==> src/rtl/rs_issue_core.sv <==
module rs_issue_core #(
  parameter int DW = 16,
  parameter int NREG = 8,
  parameter int NA = 3,
  parameter int NM = 2,
  parameter int LAT_ADD = 2,
  parameter int LAT_MUL = 4,
  parameter int QD = 4,
  localparam int RW = $clog2(NREG),
  localparam int NS = NA + NM,
  localparam int TW = $clog2(NS + 1)
) (
  input  logic          clk,
  input  logic          rst_n,
  input  logic          in_valid,
  output logic          in_ready,
  input  logic [1:0]    in_op,
  input  logic [RW-1:0] in_dst,
  input  logic [RW-1:0] in_src1,
  input  logic [RW-1:0] in_src2,
  input  logic [RW-1:0] rd_addr,
  output logic [DW-1:0] rd_value,
  output logic [TW-1:0] rd_tag,
  output logic          cdb_valid,
  output logic [TW-1:0] cdb_tag,
  output logic [DW-1:0] cdb_value
);
  localparam int QW = $clog2(QD);
  localparam int CW = $clog2(LAT_MUL + 1);

  logic [DW-1:0] regs [NREG];
  logic [TW-1:0] qi   [NREG];

  logic [1:0]    q_op  [QD];
  logic [RW-1:0] q_dst [QD];
  logic [RW-1:0] q_s1  [QD];
  logic [RW-1:0] q_s2  [QD];
  logic [QW-1:0] q_head, q_tail;
  logic [QW:0]   q_cnt;

  logic          s_busy [NS+1];
  logic          s_exec [NS+1];
  logic [1:0]    s_op   [NS+1];
  logic [TW-1:0] s_qj   [NS+1];
  logic [TW-1:0] s_qk   [NS+1];
  logic [DW-1:0] s_vj   [NS+1];
  logic [DW-1:0] s_vk   [NS+1];

  logic          a_act, m_act;
  logic [CW-1:0] a_cnt, m_cnt;
  logic [TW-1:0] a_tag, m_tag;
  logic [DW-1:0] a_res, m_res;

  logic [1:0]    h_op;
  logic [RW-1:0] h_dst, h_s1, h_s2;
  logic          push, issue, is_mul;
  logic [TW-1:0] iss_tag, a_pick, m_pick;
  logic [TW-1:0] t1, t2;
  logic [DW-1:0] v1, v2;
  logic          a_done, m_done, a_free, m_free, a_start, m_start;

  assign h_op   = q_op[q_head];
  assign h_dst  = q_dst[q_head];
  assign h_s1   = q_s1[q_head];
  assign h_s2   = q_s2[q_head];
  assign is_mul = h_op[1];
  assign in_ready = q_cnt < (QW+1)'(QD);
  assign push   = in_valid && in_ready;
  assign issue  = (q_cnt != '0) && (iss_tag != '0);

  assign rd_value = regs[rd_addr];
  assign rd_tag   = qi[rd_addr];

  assign a_done    = a_act && (a_cnt == '0);
  assign m_done    = m_act && (m_cnt == '0);
  assign cdb_valid = a_done || m_done;
  assign cdb_tag   = m_done ? m_tag : a_tag;
  assign cdb_value = m_done ? m_res : a_res;
  assign a_free    = !a_act || (a_done && !m_done);
  assign m_free    = !m_act || m_done;
  assign a_start   = a_free && (a_pick != '0);
  assign m_start   = m_free && (m_pick != '0);

  always_comb begin
    iss_tag = '0;
    for (int i = NS; i >= 1; i--)
      if (!s_busy[i] && ((i > NA) == is_mul)) iss_tag = TW'(i);
    a_pick = '0;
    for (int i = NA; i >= 1; i--)
      if (s_busy[i] && !s_exec[i] && s_qj[i] == '0 && s_qk[i] == '0) a_pick = TW'(i);
    m_pick = '0;
    for (int i = NS; i >= NA + 1; i--)
      if (s_busy[i] && !s_exec[i] && s_qj[i] == '0 && s_qk[i] == '0) m_pick = TW'(i);
  end

  always_comb begin
    t1 = qi[h_s1];
    v1 = regs[h_s1];
    if (t1 != '0) begin
      v1 = cdb_value;
      if (cdb_valid && cdb_tag == t1) t1 = '0;
    end
    t2 = qi[h_s2];
    v2 = regs[h_s2];
    if (t2 != '0) begin
      v2 = cdb_value;
      if (cdb_valid && cdb_tag == t2) t2 = '0;
    end
  end

  function automatic logic [DW-1:0] f_add(input logic [1:0] op, input logic [DW-1:0] a, input logic [DW-1:0] b);
    return op[0] ? a - b : a + b;
  endfunction

  function automatic logic [DW-1:0] f_mul(input logic [1:0] op, input logic [DW-1:0] a, input logic [DW-1:0] b);
    if (!op[0]) return a * b;
    if (b == '0) return '1;
    return a / b;
  endfunction

  always_ff @(posedge clk) begin
    if (!rst_n) begin
      q_head <= '0;
      q_tail <= '0;
      q_cnt  <= '0;
    end else begin
      if (push) begin
        q_op[q_tail]  <= in_op;
        q_dst[q_tail] <= in_dst;
        q_s1[q_tail]  <= in_src1;
        q_s2[q_tail]  <= in_src2;
        q_tail <= q_tail + 1'b1;
      end
      if (issue) q_head <= q_head + 1'b1;
      q_cnt <= q_cnt + (QW+1)'(push) - (QW+1)'(issue);
    end
  end

  always_ff @(posedge clk) begin
    for (int r = 0; r < NREG; r++) begin
      if (!rst_n) begin
        regs[r] <= DW'(r);
        qi[r]   <= '0;
      end else begin
        if (cdb_valid && qi[r] == cdb_tag) regs[r] <= cdb_value;
        if (issue && h_dst == RW'(r)) qi[r] <= iss_tag;
        else if (cdb_valid && qi[r] == cdb_tag) qi[r] <= '0;
      end
    end
  end

  always_ff @(posedge clk) begin
    for (int i = 0; i <= NS; i++) begin
      if (!rst_n) begin
        s_busy[i] <= 1'b0;
        s_exec[i] <= 1'b0;
        s_op[i]   <= '0;
        s_qj[i]   <= '0;
        s_qk[i]   <= '0;
        s_vj[i]   <= '0;
        s_vk[i]   <= '0;
      end else if (issue && iss_tag == TW'(i)) begin
        s_busy[i] <= 1'b1;
        s_exec[i] <= 1'b0;
        s_op[i]   <= h_op;
        s_qj[i]   <= t1;
        s_qk[i]   <= t2;
        s_vj[i]   <= v1;
        s_vk[i]   <= v2;
      end else if (cdb_valid && cdb_tag == TW'(i)) begin
        s_busy[i] <= 1'b0;
        s_exec[i] <= 1'b0;
      end else begin
        if ((a_start && a_pick == TW'(i)) || (m_start && m_pick == TW'(i))) s_exec[i] <= 1'b1;
        if (s_busy[i] && cdb_valid && s_qj[i] == cdb_tag) begin
          s_qj[i] <= '0;
          s_vj[i] <= cdb_value;
        end
        if (s_busy[i] && cdb_valid && s_qk[i] == cdb_tag) begin
          s_qk[i] <= '0;
          s_vk[i] <= cdb_value;
        end
      end
    end
  end

  always_ff @(posedge clk) begin
    if (!rst_n) begin
      a_act <= 1'b0;
      a_cnt <= '0;
      a_tag <= '0;
      a_res <= '0;
    end else if (a_start) begin
      a_act <= 1'b1;
      a_cnt <= CW'(LAT_ADD - 1);
      a_tag <= a_pick;
      a_res <= f_add(s_op[a_pick], s_vj[a_pick], s_vk[a_pick]);
    end else if (a_done && !m_done) begin
      a_act <= 1'b0;
    end else if (a_act && a_cnt != '0) begin
      a_cnt <= a_cnt - 1'b1;
    end
  end

  always_ff @(posedge clk) begin
    if (!rst_n) begin
      m_act <= 1'b0;
      m_cnt <= '0;
      m_tag <= '0;
      m_res <= '0;
    end else if (m_start) begin
      m_act <= 1'b1;
      m_cnt <= CW'(LAT_MUL - 1);
      m_tag <= m_pick;
      m_res <= f_mul(s_op[m_pick], s_vj[m_pick], s_vk[m_pick]);
    end else if (m_done) begin
      m_act <= 1'b0;
    end else if (m_act && m_cnt != '0) begin
      m_cnt <= m_cnt - 1'b1;
    end
  end
endmodule

==> config.mk <==
export PLATFORM = sky130hd
export DESIGN_NAME = rs_issue_core
export DESIGN_NICKNAME = d
export VERILOG_FILES = /design/src/rtl/rs_issue_core.sv
export SDC_FILE = /design/constraint.sdc
export NUM_CORES = 2
export LEC_CHECK = 0
export BUFFER_PORTS_ARGS = -buffer_cell sky130_fd_sc_hd__buf_2
export CAP_MARGIN = 20
export CORE_AREA = 4 4 296 211
export CTS_CLUSTER_SIZE = 16
export DETAILED_ROUTE_END_ITERATION = 12
export DIE_AREA = 0 0 300 215
export MAX_ROUTING_LAYER = met4
export PLACE_DENSITY = 0.78
export SYNTH_ARGS = -nofsm -noshare
export SYNTH_HDL_FRONTEND = slang
export SYNTH_SLANG_ARGS = --single-unit
export TNS_END_PERCENT = 1
==> constraint.sdc <==
create_clock -name clk -period 36.6 [get_ports clk]
set_input_delay 7.32 -clock clk [delete_from_list [all_inputs] [get_ports clk]]
set_output_delay 7.32 -clock clk [all_outputs]
set_load 0.01 [all_outputs]
## Word-level counts from Yosys, hierarchy flattened

Memory sizes are Yosys's and may differ from the RTL's. A register that Yosys moved wholly into a read port is not among the register bits.
Index checks and enable logic that the tools add are counted.

- Bits in registers: 53
- Bits in writable memories: 448
- Input port bits: 17
- Output and inout bits: 40
- Logic and storage cells: 711
- Memories kept: 13

- Add/subtract/negate cells: 8
- $mul: 1
- Div/mod/pow operators: 1
- Magnitude comparators: 1
- Equality and inequality tests: 51
- Mux-type cells: 364
- Bitwise logic cells: 112
- Reductions and logical operators: 147

Memories:

| memory | words | width | rd ports | clocked after Yosys merged registers in | wr ports | line | source |
|---|---|---|---|---|---|---|---|
| regs | 8 | 16 | 3 | 0 | 8 | 31 | `logic [DW-1:0] regs [NREG];` |
| s_vj | 6 | 16 | 2 | 0 | 6 | 46 | `logic [DW-1:0] s_vj [NS+1];` |
| s_vk | 6 | 16 | 2 | 0 | 6 | 47 | `logic [DW-1:0] s_vk [NS+1];` |
| qi | 8 | 3 | 11 | 0 | 8 | 32 | `logic [TW-1:0] qi [NREG];` |
| s_qj | 6 | 3 | 6 | 0 | 6 | 44 | `logic [TW-1:0] s_qj [NS+1];` |
| s_qk | 6 | 3 | 6 | 0 | 6 | 45 | `logic [TW-1:0] s_qk [NS+1];` |
| 7 more memories | n/a | n/a | n/a | n/a | n/a | n/a |  |

Operator list:

| operator | number |
|---|---|
| 16-bit 2-to-1 mux | 40 |
| 1-bit 2-to-1 mux | 252 |
| 3-bit 2-to-1 mux | 54 |
| 1-bit OR | 108 |
| 1-bit logical AND | 89 |
| 3-bit == test | 22 |
| 3-bit logical NOT | 17 |
| 3-bit == test (second input constant) | 12 |
| 2-bit 2-to-1 mux | 18 |
| 3-bit by 2-bit == test with 1-bit output (second input constant) | 10 |
| 3-bit nonzero test | 8 |
| 16-bit adder | 1 |
| 16-bit by 16-bit divider with 16-bit output | 1 |
| 16-bit logical NOT | 1 |
| 16-bit by 16-bit multiplier with 16-bit output | 1 |
| 16-bit subtractor | 1 |
| 3-bit by 1-bit == test with 1-bit output (second input constant) | 5 |
| 1-bit logical NOT | 13 |
| 1-bit logical OR | 9 |
| 2-bit AND reduction | 4 |
| 2-bit nonzero test | 4 |
| 3-bit by 1-bit subtractor with 3-bit output (second input constant) | 2 |
| 2-bit by 1-bit adder with 2-bit output (second input constant) | 2 |
| 1-bit inverter | 4 |
| other kinds (6) | 7 |

## Depth between registers and ports, before layout

An unclocked memory read counts as a cell.

- Depth after elaboration: 18
- Gate-level depth with buffers: 153
- Depth with buffers taken out: 139

## Least setup slack after synthesis

OpenSTA, ideal clock, no wires.

- Path type: register to register
- Start: mem s_qj[4][2] in the netlist's numbering
- End: reg m_res[0]
- Library setup time: 127 ps
- Data arrival time: 29260 ps
- Required time: 36473 ps
- Slack: 7213 ps
- Cell stages (with the launch flop): 148
- Path buffers: 15
- Period minus slack after synthesis: 29387 ps
- Cell sequence: edfxtp_1 > or4_1 > or2_1 > buf_6 > buf_4 > buf_2 > buf_2 > a21oi_1 > inv_1 > ha_1 > a21oi_1 > nor2_1 > ha_1 > o21a_1 > o32ai_1 > a31o_2 > nand2b_1 > nand2_1 > [112 not listed] > o41a_1 > a21oi_1 > inv_2 > clkbuf_1 > nand2_1 > o21ai_0 > ha_1 > a21boi_0 > o21a_1 > o21a_1 > o21a_1 > o21a_1 > o21a_1 > o21a_1 > o21ai_0 > a21oi_1 > o21ai_0 > a21oi_1

RTL lines:

| what | line | source |
|---|---|---|
| start: declaration | 44 |  |
| end signal: assignment | 215 | `m_res <= f_mul(s_op[m_pick], s_vj[m_pick], s_vk[m_pick]);` |
| end: declaration | 52 | `logic [DW-1:0] a_res, m_res;` |

==> summary.md <==
| Metric | Value |
|---|---|
| Register-to-Register Path Depth | around 140 |
| CTS root buf | clkbuf_16 |
| Delay of the slowest critical-path stage | 0.78 ns |
| CTS tree | built |
| Largest net degree at the start of global routing | 73 |
| Yosys cell types | 102 |
| Clk buf depth | 3 |
| Mapped Area | 37110 sq um |
| PostCTS Resize Cnt | 0 |
| Vias in the first global route | ~29000 |
| Worst Hold Depth | 2 |
| Fraction of registers with async set/reset | 0% |
| Routed length per placed instance | around 25 um |
| Post-synth EDFFs | roughly 440 |
| Register area share after synthesis | between 30% and 40% |
| Fraction of layout cells with a size suffix above 1 | 13.75% |
| Routed length on met2 | roughly 47 mm |
| Crit path max-delay cell type | a211oi_2 |
| Total wire length | around 110 mm |
| Grt ovf | 0 |
| DRT antenna net count | 0 |
| Maximum clock frequency | 29.85 MHz |
| Core Area | a little under 60000 sq um |
| Critical path depth | 136 |
| Routability cong. | around 1 |
| Dpl cell area | around 38000 sq um |
| Post-synth top flop | edfxtp_1 |
| Flop2flop setup slack | slightly above 3 ns |
| Post-route cell area | 39900 sq um |
| RSZ-0062 raised after global routing | no |
| Slew HR | 9.027% |
| Cells after Synth | 3729 |
| Status | finished clean |
| First-pass GRT wire length | 172.2 mm |
| Die height | ~220 um |
| Initial DRC Count | ~5000 |
| Worst Path Max Fanout | 51 |
| Met1 wire length | 45.71 mm |
| Final min period | between 30 and 40 ns |
| Setup TNS | 0 ns |
| Pre-antenna DRT Iters | 8 |
| Fin nets | about 4000 |
| WS Path Type | reg -> reg |
| Top Layer Used | met4 |
| Crit path arrival time | around 34 ns |
| Setup bufs post-CTS | 0 |
| Num ports | 57 |
| CTS clk-pin slew, worst paths | 0.07 ns |
| DIE AREA | 64500 sq um |
| # DRC | 0 |
| H-tree depth | 2 |
| Num CTS Buffers | 45 |
| Final-report hold violation count | 0 |
| Routed vias | 31010 |
| CP delay by family, top | compound AO/OA/AOI/OAI gates |
| # Max-Cap Violations | 0 |
| DP HPWL | 81.98 mm |
| Slew Viols, Final | 0 |
| #FFs+latches synth | slightly below 500 |
| Peak supply drop | roughly 0.000074 V |
| Clock sink count | 494 |
| CP Buf/Inv Count | 8 |
| CP Launch Type | register |
| Avg Cell Area, Syn | around 10 sq um |
| Vias per inst | 6.832 |
| CP Data Required Time | around 37 ns |
| WL met3 | 17.38 mm |
| Final number of setup-violating endpoints | 0 |
| Initial antenna violation count | 1 |
| Rows | 75 |
| Clock Skew | approximately 0.014 ns |
| Worst-margin pin slew | 1.358 ns |
| Initial Util | 62.38% |
| CP Capture Type | register |
| P_leak | roughly 15 nW |
| Port bufs | between 50 and 60 |
| GRT Total Usage | about a third |
| Chip Width | 300 um |
| Hold buffer count at cts | 0 |
| Ys Warns | 0 |
| Worst Hold Class | reg -> reg |
| Power Density | roughly 80 nW/um^2 |
| Fin crit share | around nine tenths |
| Area Growth Syn to Fin | 7.518% |
| Worst-Skew Late Latency | 0.58 ns |
kinds of logic (layout without fill, tap and decap cells):
kind of cell    Yosys count  count (layout)  share of synthesized area (%)
compound gates          828             828                          14.59
other cells               1               9                        0.01010
buf+inv                 441             435                          4.578
flops                   494             494                          38.49
fa+ha+maj               298             298                          11.70
xor+xnor                194             194                          4.578
simple gates           1230            1230                          14.97
mux                     243             243                          11.09
state kept, by name, indices dropped and copies added (netlist names), 2 cells and up, named ones only:
register  flops
a_cnt         3
a_res        16
a_tag         2
m_cnt         3
m_res        16
m_tag         2
q_cnt         3
q_dst        12
q_head        2
q_op          8
q_s1         12
q_s2         12
q_tail        2
qi           24
regs        128
s_busy        6
s_exec        5
s_op          6
s_qj         18
s_qk         18
s_vj         96
s_vk         96
power by group:
part	internal, W	leakage, nW	switching (W)
clock network	0.000284	0.755	0.000219
logic	0.000793	9.62	0.00120
registers	0.000703	4.91	0.0000517
total	0.00178	15.3	0.00147
cell usage in the layout (no fill, tap or decap), drive strengths merged, types with 72 or more instances in the layout:
| master | netlist | layout |
|---|---|---|
| nand3 | 72 | 72 |
| o21ai | 173 | 173 |
| ha | 216 | 216 |
| nand2 | 368 | 368 |
| edfxtp | 439 | 439 |
| xnor2 | 129 | 129 |
| inv | 208 | 210 |
| fa | 82 | 82 |
| nor3 | 109 | 109 |
| a21oi | 169 | 169 |
| nor2 | 451 | 451 |
| mux2 | 86 | 86 |
| buf | 48 | 138 |
| mux4 | 125 | 125 |
| o22ai | 165 | 165 |
metal layers:
| metal | GRT usage (%) | vias to the layer above |
|---|---|---|
| met5 | - | - |
| met4 | 7.527 | 0 |
| met3 | 9.403 | 239 |
| met2 | 48.02 | 2347 |
| met1 | 53.06 | 14780 |
| li1 | - | 13640 |
worst min-delay path: cells and delay by family (launching register included):
kind	cells	cell delay [ns]
AOI/OAI and AO/OA	1	0.05
DFF	1	0.32
and+or+nand+nor	1	0.05
cells in the mapped netlist, drive strengths merged, types with 27 or more instances:
cell    instances  area [sq um]
a21oi         169         845.8
o21ai         173         877.1
nand3          72         360.4
xor2           65         569.3
o22ai         165          1032
o21a           44         337.8
nor2b          27         168.9
inv           208         780.8
fa             82          1642
edfxtp        439         13180
xnor2         129          1130
ha            216          2703
mux2           86         979.7
buf            48         224.0
nand2b         43         269.0
nor3          109         550.5
clkbuf        180         675.7
nand2         368          1381
a21o           40         300.3
mux2i          32         320.3
mux4          125          2815
a31oi          43         309.0
nor2          451          1693
dfxtp          55          1101
metrics by stage:
step                      total power, W  setup slack, ns  utilization, %  cells  hold WS, ns
after floorplan                 0.002174            7.213               -   3736       0.4312
final                           0.003250            3.097           67.07   4539       0.4674
after CTS                       0.003181            3.923           66.75   4527       0.4687
after global routing            0.003451            1.079           67.07   4539       0.4866
after global placement          0.002649            5.053           64.14   4443       0.4533
after detailed placement        0.002675            4.048           64.16   4444       0.4596
worst paths after layout:
check	from	to
min	a_res[8]	a_res[8]
max	s_qj[4][0]	m_res[0]
min reg2reg	a_res[8]	a_res[8]
max reg2reg	s_qj[4][0]	m_res[0]
final cells by class:
class | count | area (sq um)
well taps | 808 | 1011
fillers | 4468 | 19590
flip-flops and latches | 494 | 14280
inverters | 213 | 799.5
diodes | 1 | 2.502
repair buffers | 139 | 1018
clock inverters | 28 | 301.5
multi-input cells | 2801 | 21250
clock buffers | 55 | 1236
(Power assumes the default switching activity.)
